==> config.mk <==
export PLATFORM = sky130hd
export DESIGN_NAME = swb_session_ctrl
export DESIGN_NICKNAME = d
export VERILOG_FILES = /design/src/rtl/swb_pkg.sv /design/src/rtl/swb_glitch_filter.sv /design/src/rtl/swb_idle_timer.sv /design/src/rtl/swb_session_ctrl.sv
export SDC_FILE = /design/constraint.sdc
export NUM_CORES = 1
export LEC_CHECK = 0
export ABC_AREA = 1
export BUFFER_PORTS_ARGS = -buffer_cell sky130_fd_sc_hd__buf_2
export CAP_MARGIN = 40
export CORE_MARGIN = 1.5
export CORE_UTILIZATION = 55
export DETAILED_ROUTE_END_ITERATION = 10
export PLACE_DENSITY = 0.73
export SYNTH_ARGS = -nofsm -noshare
export SYNTH_HDL_FRONTEND = slang
export SYNTH_SLANG_ARGS = --single-unit
==> constraint.sdc <==
create_clock -name clk -period 4 [get_ports clk]
set_input_delay 0.2 -clock clk [delete_from_list [all_inputs] [get_ports clk]]
set_output_delay 0.2 -clock clk [all_outputs]
set_load 0.02 [all_outputs]
==> src/rtl/swb_pkg.sv <==
// Shared types for the single-wire bus session controller.
// Assumes nothing beyond a 3-bit state code seen by neighbouring logic.
package swb_pkg;

    typedef enum logic [2:0] {
        ST_SLEEP = 3'd0,
        ST_WAKE  = 3'd1,
        ST_IDLE  = 3'd2,
        ST_HASH  = 3'd3,
        ST_OTP   = 3'd4,
        ST_RST   = 3'd5
    } swb_state_e;

    function automatic int unsigned swb_max(input int unsigned a, input int unsigned b);
        return (a > b) ? a : b;
    endfunction

endpackage

==> src/rtl/swb_glitch_filter.sv <==
// Line conditioner: two-flop synchroniser followed by a persistence filter.
// A new level is accepted only once the synchronised line has differed from
// the filtered level on DG_CYC consecutive clock edges.
// Assumes the line idles high (pulled up) and DG_CYC >= 2.
module swb_glitch_filter #(
    parameter int unsigned DG_CYC = 10
) (
    input  logic clk,
    input  logic rst_n,
    input  logic line_raw,
    output logic level,
    output logic edge_any,
    output logic fall
);
    localparam int unsigned CW = $clog2(DG_CYC + 1);

    logic          sync1, sync2, level_d;
    logic [CW-1:0] run_cnt;

    // Bring the asynchronous line into the clock domain.
    always_ff @(posedge clk) begin
        if (!rst_n) begin
            sync1 <= 1'b1;
            sync2 <= 1'b1;
        end else begin
            sync1 <= line_raw;
            sync2 <= sync1;
        end
    end

    // Accept a level change only after it persists for the full window.
    always_ff @(posedge clk) begin
        if (!rst_n) begin
            level   <= 1'b1;
            run_cnt <= '0;
        end else if (sync2 != level) begin
            if (run_cnt == CW'(DG_CYC - 1)) begin
                level   <= sync2;
                run_cnt <= '0;
            end else begin
                run_cnt <= run_cnt + CW'(1);
            end
        end else begin
            run_cnt <= '0;
        end
    end

    // Delayed copy of the filtered level for edge detection.
    always_ff @(posedge clk) begin
        if (!rst_n) level_d <= 1'b1;
        else        level_d <= level;
    end

    assign edge_any = level_d ^ level;
    assign fall     = level_d & ~level;

endmodule

==> src/rtl/swb_idle_timer.sv <==
// Inactivity counter: counts clock cycles since the last clear and flags
// expiry once LIMIT cycles have passed. It saturates at the limit.
// Assumes LIMIT >= 2.
module swb_idle_timer #(
    parameter int unsigned LIMIT = 1000
) (
    input  logic clk,
    input  logic rst_n,
    input  logic clear,
    output logic expired
);
    localparam int unsigned CW = $clog2(LIMIT + 1);

    logic [CW-1:0] cnt;

    // Count quiet cycles and hold once the limit is reached.
    always_ff @(posedge clk) begin
        if (!rst_n || clear)           cnt <= '0;
        else if (cnt != CW'(LIMIT - 1)) cnt <= cnt + CW'(1);
    end

    assign expired = (cnt == CW'(LIMIT - 1));

endmodule

==> src/rtl/swb_session_ctrl.sv <==
// Session controller for a slave on a single-wire open-drain bus.
// It wakes on a filtered host break and echoes a break, auto-sleeps on
// inactivity, obeys the sleep and soft-reset strobes, and times the busy
// windows that follow a challenge word or a storage write.
// Assumes CLK_HZ is a whole multiple of 1 MHz and that the strobes come from
// a frame decoder, one cycle each.
module swb_session_ctrl #(
    parameter int unsigned CLK_HZ    = 4_000_000,
    parameter int unsigned BIT_HZ    = 20_000,
    parameter int unsigned DGL_US    = 10,
    parameter int unsigned ECHO_US   = 60,
    parameter int unsigned BRK_BITS  = 2,
    parameter int unsigned HASH_BITS = 20,
    parameter int unsigned OTP_US    = 1800,
    parameter int unsigned RST_US    = 30,
    parameter int unsigned SLEEP_MS  = 1000
) (
    input  logic       clk,
    input  logic       rst_n,
    input  logic       line_in,
    input  logic       op_sleep,
    input  logic       op_reset,
    input  logic       op_chal,
    input  logic       op_otp,
    input  logic       op_cmd,
    output logic       pull_low,
    output logic       busy,
    output logic       awake,
    output logic [2:0] state_o,
    output logic       cmd_err
);
    import swb_pkg::*;

    localparam int unsigned CYC_US    = CLK_HZ / 1_000_000;
    localparam int unsigned BIT_CYC   = CLK_HZ / BIT_HZ;
    localparam int unsigned DG_CYC    = DGL_US * CYC_US;
    localparam int unsigned ECHO_WAIT = ECHO_US * CYC_US - DG_CYC - 3;
    localparam int unsigned BRK_CYC   = BRK_BITS * BIT_CYC;
    localparam int unsigned HASH_CYC  = HASH_BITS * BIT_CYC;
    localparam int unsigned OTP_CYC   = OTP_US * CYC_US;
    localparam int unsigned RST_CYC   = RST_US * CYC_US;
    localparam int unsigned SLEEP_CYC = SLEEP_MS * 1000 * CYC_US;
    localparam int unsigned TMAX      = swb_max(swb_max(ECHO_WAIT, BRK_CYC),
                                        swb_max(swb_max(HASH_CYC, OTP_CYC), RST_CYC));
    localparam int unsigned TW        = $clog2(TMAX + 1);

    swb_state_e    state;
    logic [TW-1:0] tmr;
    logic          drive;
    logic          lvl, edge_any, fall, idle_exp;
    logic          any_op;

    swb_glitch_filter #(.DG_CYC(DG_CYC)) i_filter (
        .clk      (clk),
        .rst_n    (rst_n),
        .line_raw (line_in),
        .level    (lvl),
        .edge_any (edge_any),
        .fall     (fall)
    );

    swb_idle_timer #(.LIMIT(SLEEP_CYC)) i_idle (
        .clk     (clk),
        .rst_n   (rst_n),
        .clear   (edge_any || (state == ST_SLEEP)),
        .expired (idle_exp)
    );

    assign any_op = op_sleep | op_reset | op_chal | op_otp | op_cmd;

    // Session state machine with one shared window timer.
    always_ff @(posedge clk) begin
        if (!rst_n) begin
            state   <= ST_SLEEP;
            tmr     <= '0;
            drive   <= 1'b0;
            cmd_err <= 1'b0;
        end else begin
            cmd_err <= 1'b0;
            if (state != ST_SLEEP && idle_exp) begin
                state <= ST_SLEEP;
                drive <= 1'b0;
            end else begin
                case (state)
                    ST_SLEEP: if (fall) begin
                        state <= ST_WAKE;
                        tmr   <= TW'(ECHO_WAIT - 1);
                        drive <= 1'b0;
                    end
                    ST_WAKE: begin
                        if (tmr != '0) begin
                            tmr <= tmr - TW'(1);
                        end else if (!drive) begin
                            drive <= 1'b1;
                            tmr   <= TW'(BRK_CYC - 1);
                        end else begin
                            drive <= 1'b0;
                            state <= ST_IDLE;
                        end
                    end
                    ST_IDLE: begin
                        if (op_reset) begin
                            state <= ST_RST;
                            tmr   <= TW'(RST_CYC - 1);
                        end else if (op_sleep) begin
                            state <= ST_SLEEP;
                        end else if (op_otp) begin
                            state <= ST_OTP;
                            tmr   <= TW'(OTP_CYC - 1);
                        end else if (op_chal) begin
                            state <= ST_HASH;
                            tmr   <= TW'(HASH_CYC - 1);
                        end
                    end
                    ST_HASH, ST_OTP: begin
                        cmd_err <= any_op;
                        if (tmr == '0) state <= ST_IDLE;
                        else           tmr   <= tmr - TW'(1);
                    end
                    ST_RST: begin
                        if (tmr == '0) begin
                            state <= ST_WAKE;
                            drive <= 1'b1;
                            tmr   <= TW'(BRK_CYC - 1);
                        end else begin
                            tmr <= tmr - TW'(1);
                        end
                    end
                    default: state <= ST_SLEEP;
                endcase
            end
        end
    end

    assign pull_low = (state == ST_WAKE) && drive;
    assign busy     = (state == ST_HASH) || (state == ST_OTP);
    assign awake    = (state != ST_SLEEP);
    assign state_o  = state;

endmodule

; ---- After elaboration in Yosys (flattened, before gate mapping)
; Index checks and enable logic that the tools add are counted.
[word_totals]
regBits = 50
in_bits = 8
output_inout_bits = 7
wordCells = 88
[classes]
add_sub_neg = 3
n_eq_ne = 19
n_mux = 25
n_bitwise = 11
n_reduce_logical = 20
[ops]
columns = op, n
row1 = $mux 13, 9
row2 = $pmux 13 s5, 1
row3 = $mux 3, 9
row4 = $add 22x1->22 const B, 1
row5 = $eq 22x22->1 const B, 1
row6 = $ne 22x22->1 const B, 1
row7 = $pmux 3 s5, 1
row8 = $logic_not 13->1, 1
row9 = $reduce_bool 13->1, 1
row10 = $sub 13x1->13 const B, 1
row11 = $ne 2x2->1 const B, 6
row12 = $reduce_and 7->1, 1
row13 = $add 6x1->6 const B, 1
row14 = $eq 3x2->1 const B, 2
row15 = $eq 3x3->1 const B, 2
row16 = $eq 6x6->1 const B, 1
row17 = $ne 3x3->1 const B, 2
row18 = $reduce_and 6->1, 1
row19 = $reduce_bool 3->1, 2
row20 = $reduce_or 3->1, 2
row21 = $ne 5x5->1 const B, 1
row22 = $not 1->1, 5
row23 = $reduce_bool 5->1, 1
row24 = $mux 1, 4
row25 = 14 further kinds, 21

; ---- Depth between registers and ports, before layout
; Gate-level depths: netlist of the first run.
[logic_depth]
word_depth = 5
ltp_mapped = 11
depth_no_buf = 11

; ---- Cells and area by module
; From an unflattened synthesis of the first run, not the netlist that was laid out.
[hier_totals]
hier_cells = 503
hier_area_um2 = 3249.4
[modules_own_cells]
columns = mod, instances, cells_per_inst, area_each_um2, seq_area_each_um2
row1 = swb_session_ctrl, 1, 240, 1470.2, 360.3
row2 = swb_idle_timer, 1, 210, 1337.5, 440.4
row3 = swb_glitch_filter, 1, 53, 441.7, 200.2

; ---- Worst setup path before layout of the first run
; No wires, ideal clock.
[synth_path]
path_kind = reg2reg
start = register state[1] (netlist: state_o[1])
end = register i_idle.cnt[10]
setup_ns = 0.070
arrival_ns = 1.567
t_required_ns = 3.930
setup_slack_ns = 2.363
path_stages_with_launch = 9
n_path_buf = 2
period_less_slack_ns = 1.637
path_cell_list = dfxtp_1 > buf_4 > nor2_1 > nand2_1 > nand3_2 > inv_1 > buf_2 > o21ai_0 > a21oi_1
[synth_between]
elab_chain_cells = 3
[synth_rtl]
columns = item, line_no
row1 = from (decl), swb_session_ctrl.sv:47  ; swb_state_e state;
row2 = from (signal assigned), swb_session_ctrl.sv:74  ; state <= ST_SLEEP;
row3 = from (signal assigned), swb_session_ctrl.sv:81  ; state <= ST_SLEEP;
row4 = from (signal assigned), swb_session_ctrl.sv:86  ; state <= ST_WAKE;
row5 = $logic_not 3->1, swb_session_ctrl.sv:65  ; .clear (edge_any || (state == ST_SLEEP)),
row6 = $logic_or 1x1->1, swb_session_ctrl.sv:65
row7 = $logic_or 1x1->1, swb_idle_timer.sv:18  ; if (!rst_n || clear) cnt <= '0;
row8 = to (signal assigned), swb_idle_timer.sv:19  ; else if (cnt != CW'(LIMIT - 1)) cnt <= cnt + CW'(1);
row9 = to (decl), swb_idle_timer.sv:14  ; logic [CW-1:0] cnt;
; No other way between the ends.
; A chain may end at the register's enable or synchronous reset.

; ---- Worst setup path in the final report of the first run
[layout_path]
start = register state[1] (netlist: state_o[1])
end = register tmr[2]
[layout_between]
elab_chain_cells = 4
word_cells_on_any_way = 18
cone_classes = eq/ne: 10 / mux: 1 / bitwise: 1 / reduce/logical: 6
[layout_rtl]
columns = item, line_no
row1 = "$eq 3x2->1, or another cell as far along", swb_session_ctrl.sv:84  ; case (state)
row2 = $reduce_or 2->1 or $logic_and 1x1->1 (tied branches), "swb_session_ctrl.sv:84, swb_session_ctrl.sv:80"
row3 = "$reduce_bool 5->1 (no line), or another cell as far along", -
row4 = $reduce_and 7->1 (no line), -
row5 = to (signal assigned), swb_session_ctrl.sv:87  ; tmr <= TW'(ECHO_WAIT - 1);
row6 = to (signal assigned), swb_session_ctrl.sv:92  ; tmr <= tmr - TW'(1);
row7 = to (signal assigned), swb_session_ctrl.sv:95  ; tmr <= TW'(BRK_CYC - 1);
row8 = to (decl), swb_session_ctrl.sv:48  ; logic [TW-1:0] tmr;
; Several ways; a longest one is shown, not always the timed one.

==> reports/metrics.csv, run 1 <==
metric,value,unit
ys_ff_latch,50,
worst_ep_required_time,4200,ps
outcome,"complete, no violations",
cp_max_fo,14,
fmax,0.518,GHz
criticalPathCategory,reg -> reg,
synth_top_family_by_area,simple AND/OR/NAND/NOR gates,
synth-warning-count,0,
hold_violations,0,
ios,15,
vias,2684,
fillers,485,
via_per_inst,5.15,
r2r_slack,2070,ps
hold_path.class,in -> reg,
coreArea,5070,um^2
power_density,411,nW/um^2
whs_endpoint,i_filter.sync1$_SDFF_PN1_,
drc_errors,0,
yosys.area_share.simple,0.357,
synth.area.top_cells,"dfxtp_1 35%, nand2_1 12%, inv_1 8.0%",
cts_setup_buffers,0,
fin_util,0.604,
area_delta_synth_final,6.76,%
slew-limit-headroom,0.628,
dr.pass1.iters,4,
synth_compound_area_frac,0.141,
slowest_stage,dfxtp_1,
skew,12.9,ps
drt_iter0_drc,170,
globalRouteOverflowTotal,0,
syn_avg_cell_area,6.58,um^2
syn_inst,436,
whs_path_depth,2,
synth.top_cell.area_share,0.349,
p_comb_frac,0.339,
final_cell_mix,"95 x nand2_1, 61 x inv_1, 50 x dfxtp_1",
cts-hold-fix-buffers,0,
clock_sinks,50,
tritoncts,yes,
cap_violations,0,
setup_tns,0,ps
place_congestion,0.933,
p_leak,0.00128,uW
seqPwrFrac,0.432,
reg2reg_to,tmr[2]$_SDFFE_PN0P_,
synth_ff_type,dfxtp_1,
grt_pass1_wl,9.74,mm
p_sw,474,uW
worst_slew_pin_slew,543,ps
synth.area.mux_share,0.00349,
final_nets,463,
finalMaxSlewViolations,0,
syn_nets,449,
seq_area_frac_synth,0.349,
synth_edf_count,0,
antenna_found_initial,0,
grt_max_degree,17,
io_buffers,14,
timing.final.crit_share,0.482,
rr_startpoint,state_o[1]$_SDFFE_PP0P_,
htreeDepth,2,
post_drt_wl_per_cell,11.6,um
cts_buffer_depth,2,
die_area,5660,um^2
initial_core_util,0.566,
cts_made_buffers,5,
synth_xor_area_frac,0.0244,
dpl.hpwl,4.64,mm
worstPathArrival,2130,ps
start_kind,flop,
die_y,75.2,um
cp-end-kind,flop,
worstSkewPairLatency,300,ps
swShare,0.376,
holdCritStartpoint,line_in,
async_reset_ff_frac,0,
final_antenna_net_count,0,
routed_wl,6.03,mm
fin_crit,1930,ps
die_x,75.2,um
clk_pin_slew,100,ps
cts-root-buf,clkbuf_8,
yosys.area.top_type,dfxtp_1,
setup_viol,0,
p_clk_frac,0.229,
irDropWorstVdd,233,uV
cpMostUsedCell,nor2_1,
fp-row-count,26,
track_usage,0.218,
intPower,786,uW
final_common_cell,nand2_1,
max_stage_delay,610,ps
yosysUniqueCellTypes,36,
cp_cell_sequence,nor2_1 > nand3b_1 > nand2_1 > nor2_1 > nand3_2 > nor2_4 > inv_1 > nor2_1 > nor2_1,
synth_area,2870,um^2
antennaDiodeCount,0,
grt_pass1_vias,2263,
cts_resized,0,
rsz0062_at_grt,false,
ff2ff_path_depth,9,
drive_gt1_frac,0.104,
synth_fa_ha_area_frac,0.0218,
[stage by stage]
stage	setup WS, ps	instance area (um^2)	total power (uW)	hold WS (ps)	cells
finish	2070	3060	1260	77.4	521
detailed placement	2120	2970	977	390	513
global placement	2210	2970	973	386	513
floorplan	2360	2870	902	269	436
CTS	2100	3060	1270	66.5	521
global route	1830	3060	1350	75.9	521
[cell families after synthesis]
family,count (synthesis)
flip-flops,50
multiplexers,1
buffers and inverters,72
AND/OR/NAND/NOR,223
adder cells (fa/ha/maj),5
XOR/XNOR,8
AO/OA/AOI/OAI,77
[synthesized netlist by cell type (4+ instances only)]
library cell / number
nand2_1: 95
a21oi_1: 34
dfxtp_1: 50
inv_2: 4
ha_1: 5
o21ai_1: 6
nor2_1: 48
nor2_2: 7
o21ai_0: 30
nand2_2: 4
xor2_1: 5
nand3_1: 35
inv_1: 61
nand4_1: 9
nor3_1: 9
[routing by layer]
layer | global-route usage | vias up | wire length, um
li1 | - | 1441 | -
met1 | 0.297 | 1191 | 3020
met2 | 0.348 | 47 | 2780
met3 | 0.0361 | 5 | 181
met4 | 0.0853 | 0 | 52
met5 | 0 | - | 0
[worst max-delay path: cells and delay by family (launching register included)]
kind / cells / cell delay [ps]
flip-flops: 1 / 610
AND/OR/NAND/NOR: 8 / 1100
buffers and inverters: 1 / 110
[flip-flops by register name, indices dropped and copies added, names as in the netlist]
signal / flops
cmd_err: 1
drive: 1
i_filter.level: 1
i_filter.level_d: 1
i_filter.run_cnt: 6
i_filter.sync1: 1
i_filter.sync2: 1
i_idle.cnt: 22
state_o: 3
tmr: 13
[worst max path at each step]
| stage | end | cells past startpoint | start | slack [ps] |
|---|---|---|---|---|
| after floorplan | i_idle.cnt[10]$_SDFFE_PP0P_ | 8 | state_o[1]$_SDFFE_PP0P_ | 2360 |
| after global placement | tmr[7]$_SDFFE_PN0P_ | 9 | state_o[1]$_SDFFE_PP0P_ | 2210 |
| after detailed placement | tmr[2]$_SDFFE_PN0P_ | 9 | state_o[1]$_SDFFE_PP0P_ | 2120 |
| after CTS | tmr[2]$_SDFFE_PN0P_ | 9 | state_o[1]$_SDFFE_PP0P_ | 2100 |
| after global routing | tmr[7]$_SDFFE_PN0P_ | 9 | state_o[1]$_SDFFE_PP0P_ | 1830 |
| final | tmr[2]$_SDFFE_PN0P_ | 9 | state_o[1]$_SDFFE_PP0P_ | 2070 |
[layout make-up]
cell class	count	area [um^2]	area share
multi-input cells	314	1570	0.513
clock inverters	3	21.3	0.00694
inverters	65	244	0.0796
flip-flops and latches	50	1000	0.327
repair buffers	14	70.1	0.0229
well taps	70	87.6	0.0286
clock buffers	5	68.8	0.0225
[power by group through the flow]
| stage | sequential [uW] | combinational [uW] | clock [uW] |
|---|---|---|---|
| 2_1_floorplan | 551 | 351 | 0 |
| 3_3_place_gp | 555 | 418 | 0 |
| 3_5_place_dp | 556 | 422 | 0 |
| 4_1_cts | 544 | 426 | 298 |
| 5_1_grt | 548 | 489 | 318 |
| 6_report | 545 | 427 | 288 |
Note: power is estimated with default switching activity, not from simulation.
==> run 2: changes to the inputs <==
Settings changed: ABC_AREA 1 to 0.
Clock period 4 ns to 1.85 ns, I/O delays scaled along.
==> run 2 against run 1 <==
Effect of this change:
- the run now ends with negative setup slack left
- wire length rose by 13%
- area after synthesis is 3.9% lower
- clock skew is 7.9 ps lower
- critical path depth unchanged
- synthesized cell count is 24% lower
- critical path type unchanged
- largest cell class unchanged
==> reports/metrics.csv, run 2 <==
metric,value,unit,change
largest-register,i_idle.cnt,,
setup_ws,-37.4,ps,-2110 ps
pre_cts_slack,-86.3,ps,-2210 ps
cp-end-kind,flop,,
yosys.area.top_type,dfxtp_1,,
synth_fa_ha_area_frac,0.0227,,+0.000890
final_common_cell,buf_4,,
rsz0062_at_grt,true,,
die_y,73.8,um,-1.9%
grt_pass1_vias,2567,,+13%
syn_avg_cell_area,8.36,um^2,+27%
cts_made_buffers,5,,unchanged
async_reset_ff_frac,0,,unchanged
vias,2633,,-1.9%
setup_viol,5,,+5
power_density,496,nW/um^2,+21%
outcome,finished with violations,,
tritoncts,yes,,
worstSkewPairLatency,310,ps,about the same
fin_crit,1890,ps,-42.0 ps
synth-warning-count,0,,unchanged
multi_input_area,1810,um^2,+15%
total_power,1810,uW,+43%
fmax,0.530,GHz,+2.2%
coreArea,4790,um^2,-5.7%
syn_nets,343,,-24%
yosys-top-cells-count,"50 x dfxtp_1, 45 x nor2_1, 28 x nand2_1, 23 x a21oi_1",,
synth_top_family_by_area,simple AND/OR/NAND/NOR gates,,
post_drt_wl_per_cell,14.5,um,+25%
irDropWorstVdd,489,uV,+110%
drt_iter0_drc,174,,+2.4%
worst_slew_pin_slew,396,ps,-146 ps
timing.final.crit_share,1.02,,+0.538
clk_pin_slew,100,ps,about the same
hold_violations,0,,unchanged
antenna_found_initial,0,,unchanged
fillers,340,,-30%
antennaDiodeCount,0,,unchanged
fp-row-count,25,,-3.8%
finalMaxSlewViolations,0,,unchanged
skew,4.99,ps,-7.88 ps
final_nets,414,,-11%
yosysUniqueCellTypes,62,,+72%
clock_sinks,50,,unchanged
dpl.hpwl,4.89,mm,+5.4%
drive_gt1_frac,0.341,,+0.237
ios,15,,unchanged
area_delta_synth_final,32.1,%,
track_usage,0.270,,+0.0513
die_x,73.8,um,-1.9%
grt_pass1_wl,11.5,mm,+18%
worstPathArrival,2130,ps,about the same
synth.area.top_cells,"dfxtp_1 36%, nor2_1 6.1%, xor2_1 4.8%",,
seq_area_frac_synth,0.363,,+0.0142
cap_violations,0,,unchanged
initial_core_util,0.576,,+0.0106
synth_compound_area_frac,0.184,,+0.0434
worst_ep_required_time,2090,ps,-2110 ps
htreeDepth,2,,unchanged
final_cell_mix,"54 x buf_4, 47 x dfxtp_1, 44 x nor2_1",,
io_buffers,14,,unchanged
synth_area,2760,um^2,-3.9%
synth_most_common_cell,dfxtp_1,,
drc_errors,0,,unchanged
synth.area.mux_share,0.00363,,+0.000142
violations,negative setup slack,,
hold_path.class,in -> reg,,
syn_inst,330,,-24%
yosys.area_share.simple,0.291,,-0.0662
r2r_slack,-40,ps,-2110 ps
synth.top_cell.area_share,0.363,,+0.0142
start_kind,flop,,
synth_ff_type,dfxtp_1,,
globalRouteOverflowTotal,0,,unchanged
final_antenna_net_count,0,,unchanged
routed_wl,6.80,mm,+13%
ys_ff_latch,50,,unchanged
via_per_inst,5.61,,+9.0%
synth_edf_count,0,,unchanged
criticalPathCategory,reg -> reg,,
slew-limit-headroom,0.735,,+0.108
place_congestion,0.909,,-2.6%
grt_max_degree,19,,+2
synth_xor_area_frac,0.0826,,+0.0582
seq_area,1000,um^2,+0.37%
dr.pass1.iters,4,,unchanged
p_leak,0.00138,uW,+8.4%
cts_buffer_depth,2,,unchanged
largest_register_ffs,22,,unchanged
top_regs,"i_idle.cnt x22, tmr x13, i_filter.run_cnt x6",,
cp_max_fo,5,,-9
cts-root-buf,clkbuf_8,,
die_area,5450,um^2,-3.8%
[run 2: cell types whose count changed after synthesis, moves of 10 or more]
| cell | before | now |
|---|---|---|
| a21oi_1 | 34 | 23 |
| inv_1 | 61 | 15 |
| nand2_1 | 95 | 28 |
| nand3_1 | 35 | 12 |
| o21ai_0 | 30 | 10 |
| xor2_1 | 5 | 15 |
[run 2: final cells by class]
type,instances,share of cell area
inverter,16,0.0165
clock inverter,3,0.00790
timing repair buffer,76,0.160
multi-input combinational,252,0.498
tap,67,0.0230
clock buffer,5,0.0189
sequential,50,0.276
[run 2: final timing paths]
kind	startpoint	depth (start not counted)	end
max	tmr[0]$_SDFFE_PN0P_	9	tmr[4]$_SDFFE_PN0P_
min	op_cmd	3	cmd_err$_SDFF_PP0_
max reg2reg	tmr[0]$_SDFFE_PN0P_	9	tmr[4]$_SDFFE_PN0P_
min reg2reg	i_filter.sync1$_SDFF_PN1_	1	i_filter.sync2$_SDFF_PN1_
[run 2: kinds of logic after synthesis]
group / Yosys count
AO/OA/AOI/OAI: 73
flip-flops: 50
adder cells (fa/ha/maj): 5
buffers and inverters: 29
AND/OR/NAND/NOR: 146
XOR/XNOR: 26
multiplexers: 1
[run 2: through the flow]
stage / hold slack [ps] / utilization / cells / cell area (um^2) / TNS [ps]
3_3_place_gp: 272 / 0.687 / 456 / 3290 / -19.5
6_report: 64.0 / 0.761 / 469 / 3640 / -46.2
2_1_floorplan: 194 / - / 330 / 2770 / -7.26
3_5_place_dp: 277 / 0.687 / 456 / 3290 / -579
5_1_grt: 93.1 / 0.761 / 469 / 3640 / -1300
4_1_cts: 55.0 / 0.741 / 468 / 3550 / -46.4
[run 2: where the power goes]
part	leakage [uW]	internal, uW	switching (uW)
registers	0.000404	1080	1.21
logic	0.000928	16.9	26.5
clock network	0.0000506	283	400
total	0.00138	1380	427
[run 2: per-layer routing]
metal  track usage  vias to the layer above  wire length [um]
met4        0.0864                        0               126
met5             0                        -                 0
met1         0.342                     1248              3120
li1              -                     1320                 -
met3        0.0521                       11               252
met2         0.458                       54              3300
[run 2: timing repair]
action,4_1_cts,5_1_grt
pin swaps,17,14
setup buffers,6,1
gates cloned,1,0
gates resized for setup,27,21
endpoints found under the setup margin,13,35
endpoints found under the hold margin,1,0
hold buffers,1,0
[run 2: worst max-delay path: stages (launching register included)]
cell	delay, ps
dfxtp_2	340
inv_2	80
ha_4	130
nor4b_4	270
nand4_4	170
o221ai_4	330
buf_6	150
a21o_4	120
a32oi_1	60
o22ai_1	170
==> run 3: changes to the inputs <==
Settings changed: CTS_BUF_LIST set to sky130_fd_sc_hd__clkbuf_4, SLEW_MARGIN set to 10.
==> run 3 against run 2 <==
Effect of this change:
- the run still ends with negative setup slack left
- design area fell by 0.82%
- critical path type unchanged
- core utilization fell by 0.63 points
- first-iteration DRC count rose by 4.0%
- cell count rose by 0.43%
- sequential share of layout area rose by 0.26 points
- largest cell class unchanged
- largest power group unchanged
- critical path depth did not move
==> reports/metrics.csv, run 3 (synthesis gave the netlist of run 2 again) <==
metric,value,unit,change
outcome,finished with violations,,
violations,negative setup slack,,
pre_cts_slack,-86.3,ps,unchanged
hold_path.class,in -> reg,,
fp-row-count,25,,unchanged
start_kind,flop,,
grt_pass1_vias,2564,,-0.12%
cp-end-kind,flop,,
vias,2711,,+3.0%
worst_slew_pin_slew,478,ps,+81.6 ps
globalRouteOverflowTotal,0,,unchanged
rsz0062_at_grt,true,,
fmax,0.500,GHz,-5.6%
via_per_inst,5.76,,+2.5%
antenna_found_initial,0,,unchanged
cts-root-buf,clkbuf_4,,
fin_crit,2000,ps,+111 ps
finalMaxSlewViolations,0,,unchanged
top_regs,"i_idle.cnt x22, tmr x13, i_filter.run_cnt x6",,
initial_core_util,0.576,,unchanged
intPower,1260,uW,-8.2%
p_comb_frac,0.027,,+0.003
place_congestion,0.909,,unchanged
swShare,0.255,,+0.0179
area_delta_synth_final,31.0,%,
cp_max_fo,6,,+1
dr.pass1.iters,5,,+1
routed_wl,7.32,mm,+7.6%
irDropWorstVdd,379,uV,-22%
final_cell_mix,"53 x buf_4, 46 x dfxtp_1, 45 x nor2_1",,
htreeDepth,2,,unchanged
p_clk_frac,0.336,,-0.042
slowest_stage,dfxtp_2,,
dpl.hpwl,4.89,mm,unchanged
antennaDiodeCount,0,,unchanged
criticalPathCategory,reg -> reg,,
drt_iter0_drc,181,,+4.0%
worstPathArrival,2290,ps,+160 ps
io_buffers,14,,unchanged
slew-limit-headroom,0.679,,-0.0567
fin_area,3610,um^2,-0.82%
grt_max_degree,19,,unchanged
skew,21.6,ps,+16.6 ps
die_area,5450,um^2,unchanged
largest_register_ffs,22,,unchanged
setup_ws,-149,ps,-111 ps
cp_top_family,compound AO/OA/AOI/OAI gates,,
largest-register,i_idle.cnt,,
track_usage,0.278,,+0.00830
clock_sinks,50,,unchanged
power_density,470,nW/um^2,-5.2%
p_leak,0.00137,uW,-0.83%
setup_viol,13,,+8
die_y,73.8,um,unchanged
worst_ep_required_time,2140,ps,+50 ps
hold_violations,0,,unchanged
p_sw,432,uW,+1.1%
final_nets,416,,+0.48%
final_antenna_net_count,0,,unchanged
final_common_cell,buf_4,,
worstSkewPairLatency,400,ps,+90 ps
dpl_cell_area,3290,um^2,unchanged
r2r_slack,-150,ps,-110 ps
max_stage_delay,360,ps,+20 ps
tritoncts,yes,,
seqPwrFrac,0.637,,+0.039
ios,15,,unchanged
clk_pin_slew,180,ps,+80 ps
timing.final.crit_share,1.08,,+0.0603
post_drt_wl_per_cell,15.5,um,+7.2%
cts_buffer_depth,2,,unchanged
grt_pass1_wl,11.8,mm,+2.3%
coreArea,4790,um^2,unchanged
critPathBufInv,2,,unchanged
cap_violations,0,,unchanged
die_x,73.8,um,unchanged
cts_made_buffers,5,,unchanged
cp_cell_sequence,inv_2 > ha_4 > nor4b_4 > buf_4 > nand4_1 > a21oi_4 > a21oi_2 > a41oi_2 > o22ai_1,,
drc_errors,0,,unchanged
drive_gt1_frac,0.334,,-0.00664
-- run 3: layer usage --
metal,share of wire,GRT usage,vias to the layer above
met5,0,0,-
met4,0.022,0.0823,0
met3,0.054,0.0384,19
met2,0.49,0.482,81
met1,0.43,0.356,1276
li1,-,-,1335
-- run 3: final cells by class --
type / count / area (um^2)
clock buffer: 5 / 37.5
clock inverter: 3 / 28.8
fill: 351 / 1170
inverter: 16 / 60.1
multi-input combinational: 253 / 1810
sequential: 50 / 1010
tap: 67 / 83.8
timing repair buffer: 77 / 587
-- run 3: final timing paths --
kind / cells past startpoint / start / end
worst max-delay path: 9 / tmr[0]$_SDFFE_PN0P_ / tmr[10]$_SDFFE_PN0P_
worst min-delay path: 3 / op_chal / cmd_err$_SDFF_PP0_
worst max register to register: 9 / tmr[0]$_SDFFE_PN0P_ / tmr[10]$_SDFFE_PN0P_
worst min register to register: 1 / i_filter.sync1$_SDFF_PN1_ / i_filter.sync2$_SDFF_PN1_
-- run 3: stage by stage --
step	setup TNS [ps]	hold slack (ps)	power, uW	utilization	std cells
after floorplan	-7.26	194	1120	-	330
after global placement	-19.5	272	1140	0.687	456
after detailed placement	-579	277	1140	0.687	456
after CTS	-163	2.46	1700	0.736	471
after global routing	-2200	55.1	1740	0.755	471
final	-1030	17.9	1700	0.755	471
-- run 3: what timing repair did --
item	4_1_cts	5_1_grt
endpoints found under the hold margin	2	0
cloned	2	0
buffers inserted	5	0
pin swaps	16	15
hold buffers	2	0
gates resized for setup	24	23
setup endpoints to repair	13	34
-- run 3: worst min-delay path, delay by kind of cell --
kind / cells / cell delay [ps]
compound gates: 1 / 70
buf+inv: 1 / 100
simple gates: 1 / 100
-- run 3: power groups by stage --
stage	Clock (uW)	Sequential (uW)	Combinational [uW]
2_1_floorplan	0	1100	17.2
3_3_place_gp	0	1100	38.0
3_5_place_dp	0	1100	38.6
4_1_cts	575	1080	42.2
5_1_grt	612	1080	50.2
6_report	569	1080	45.8
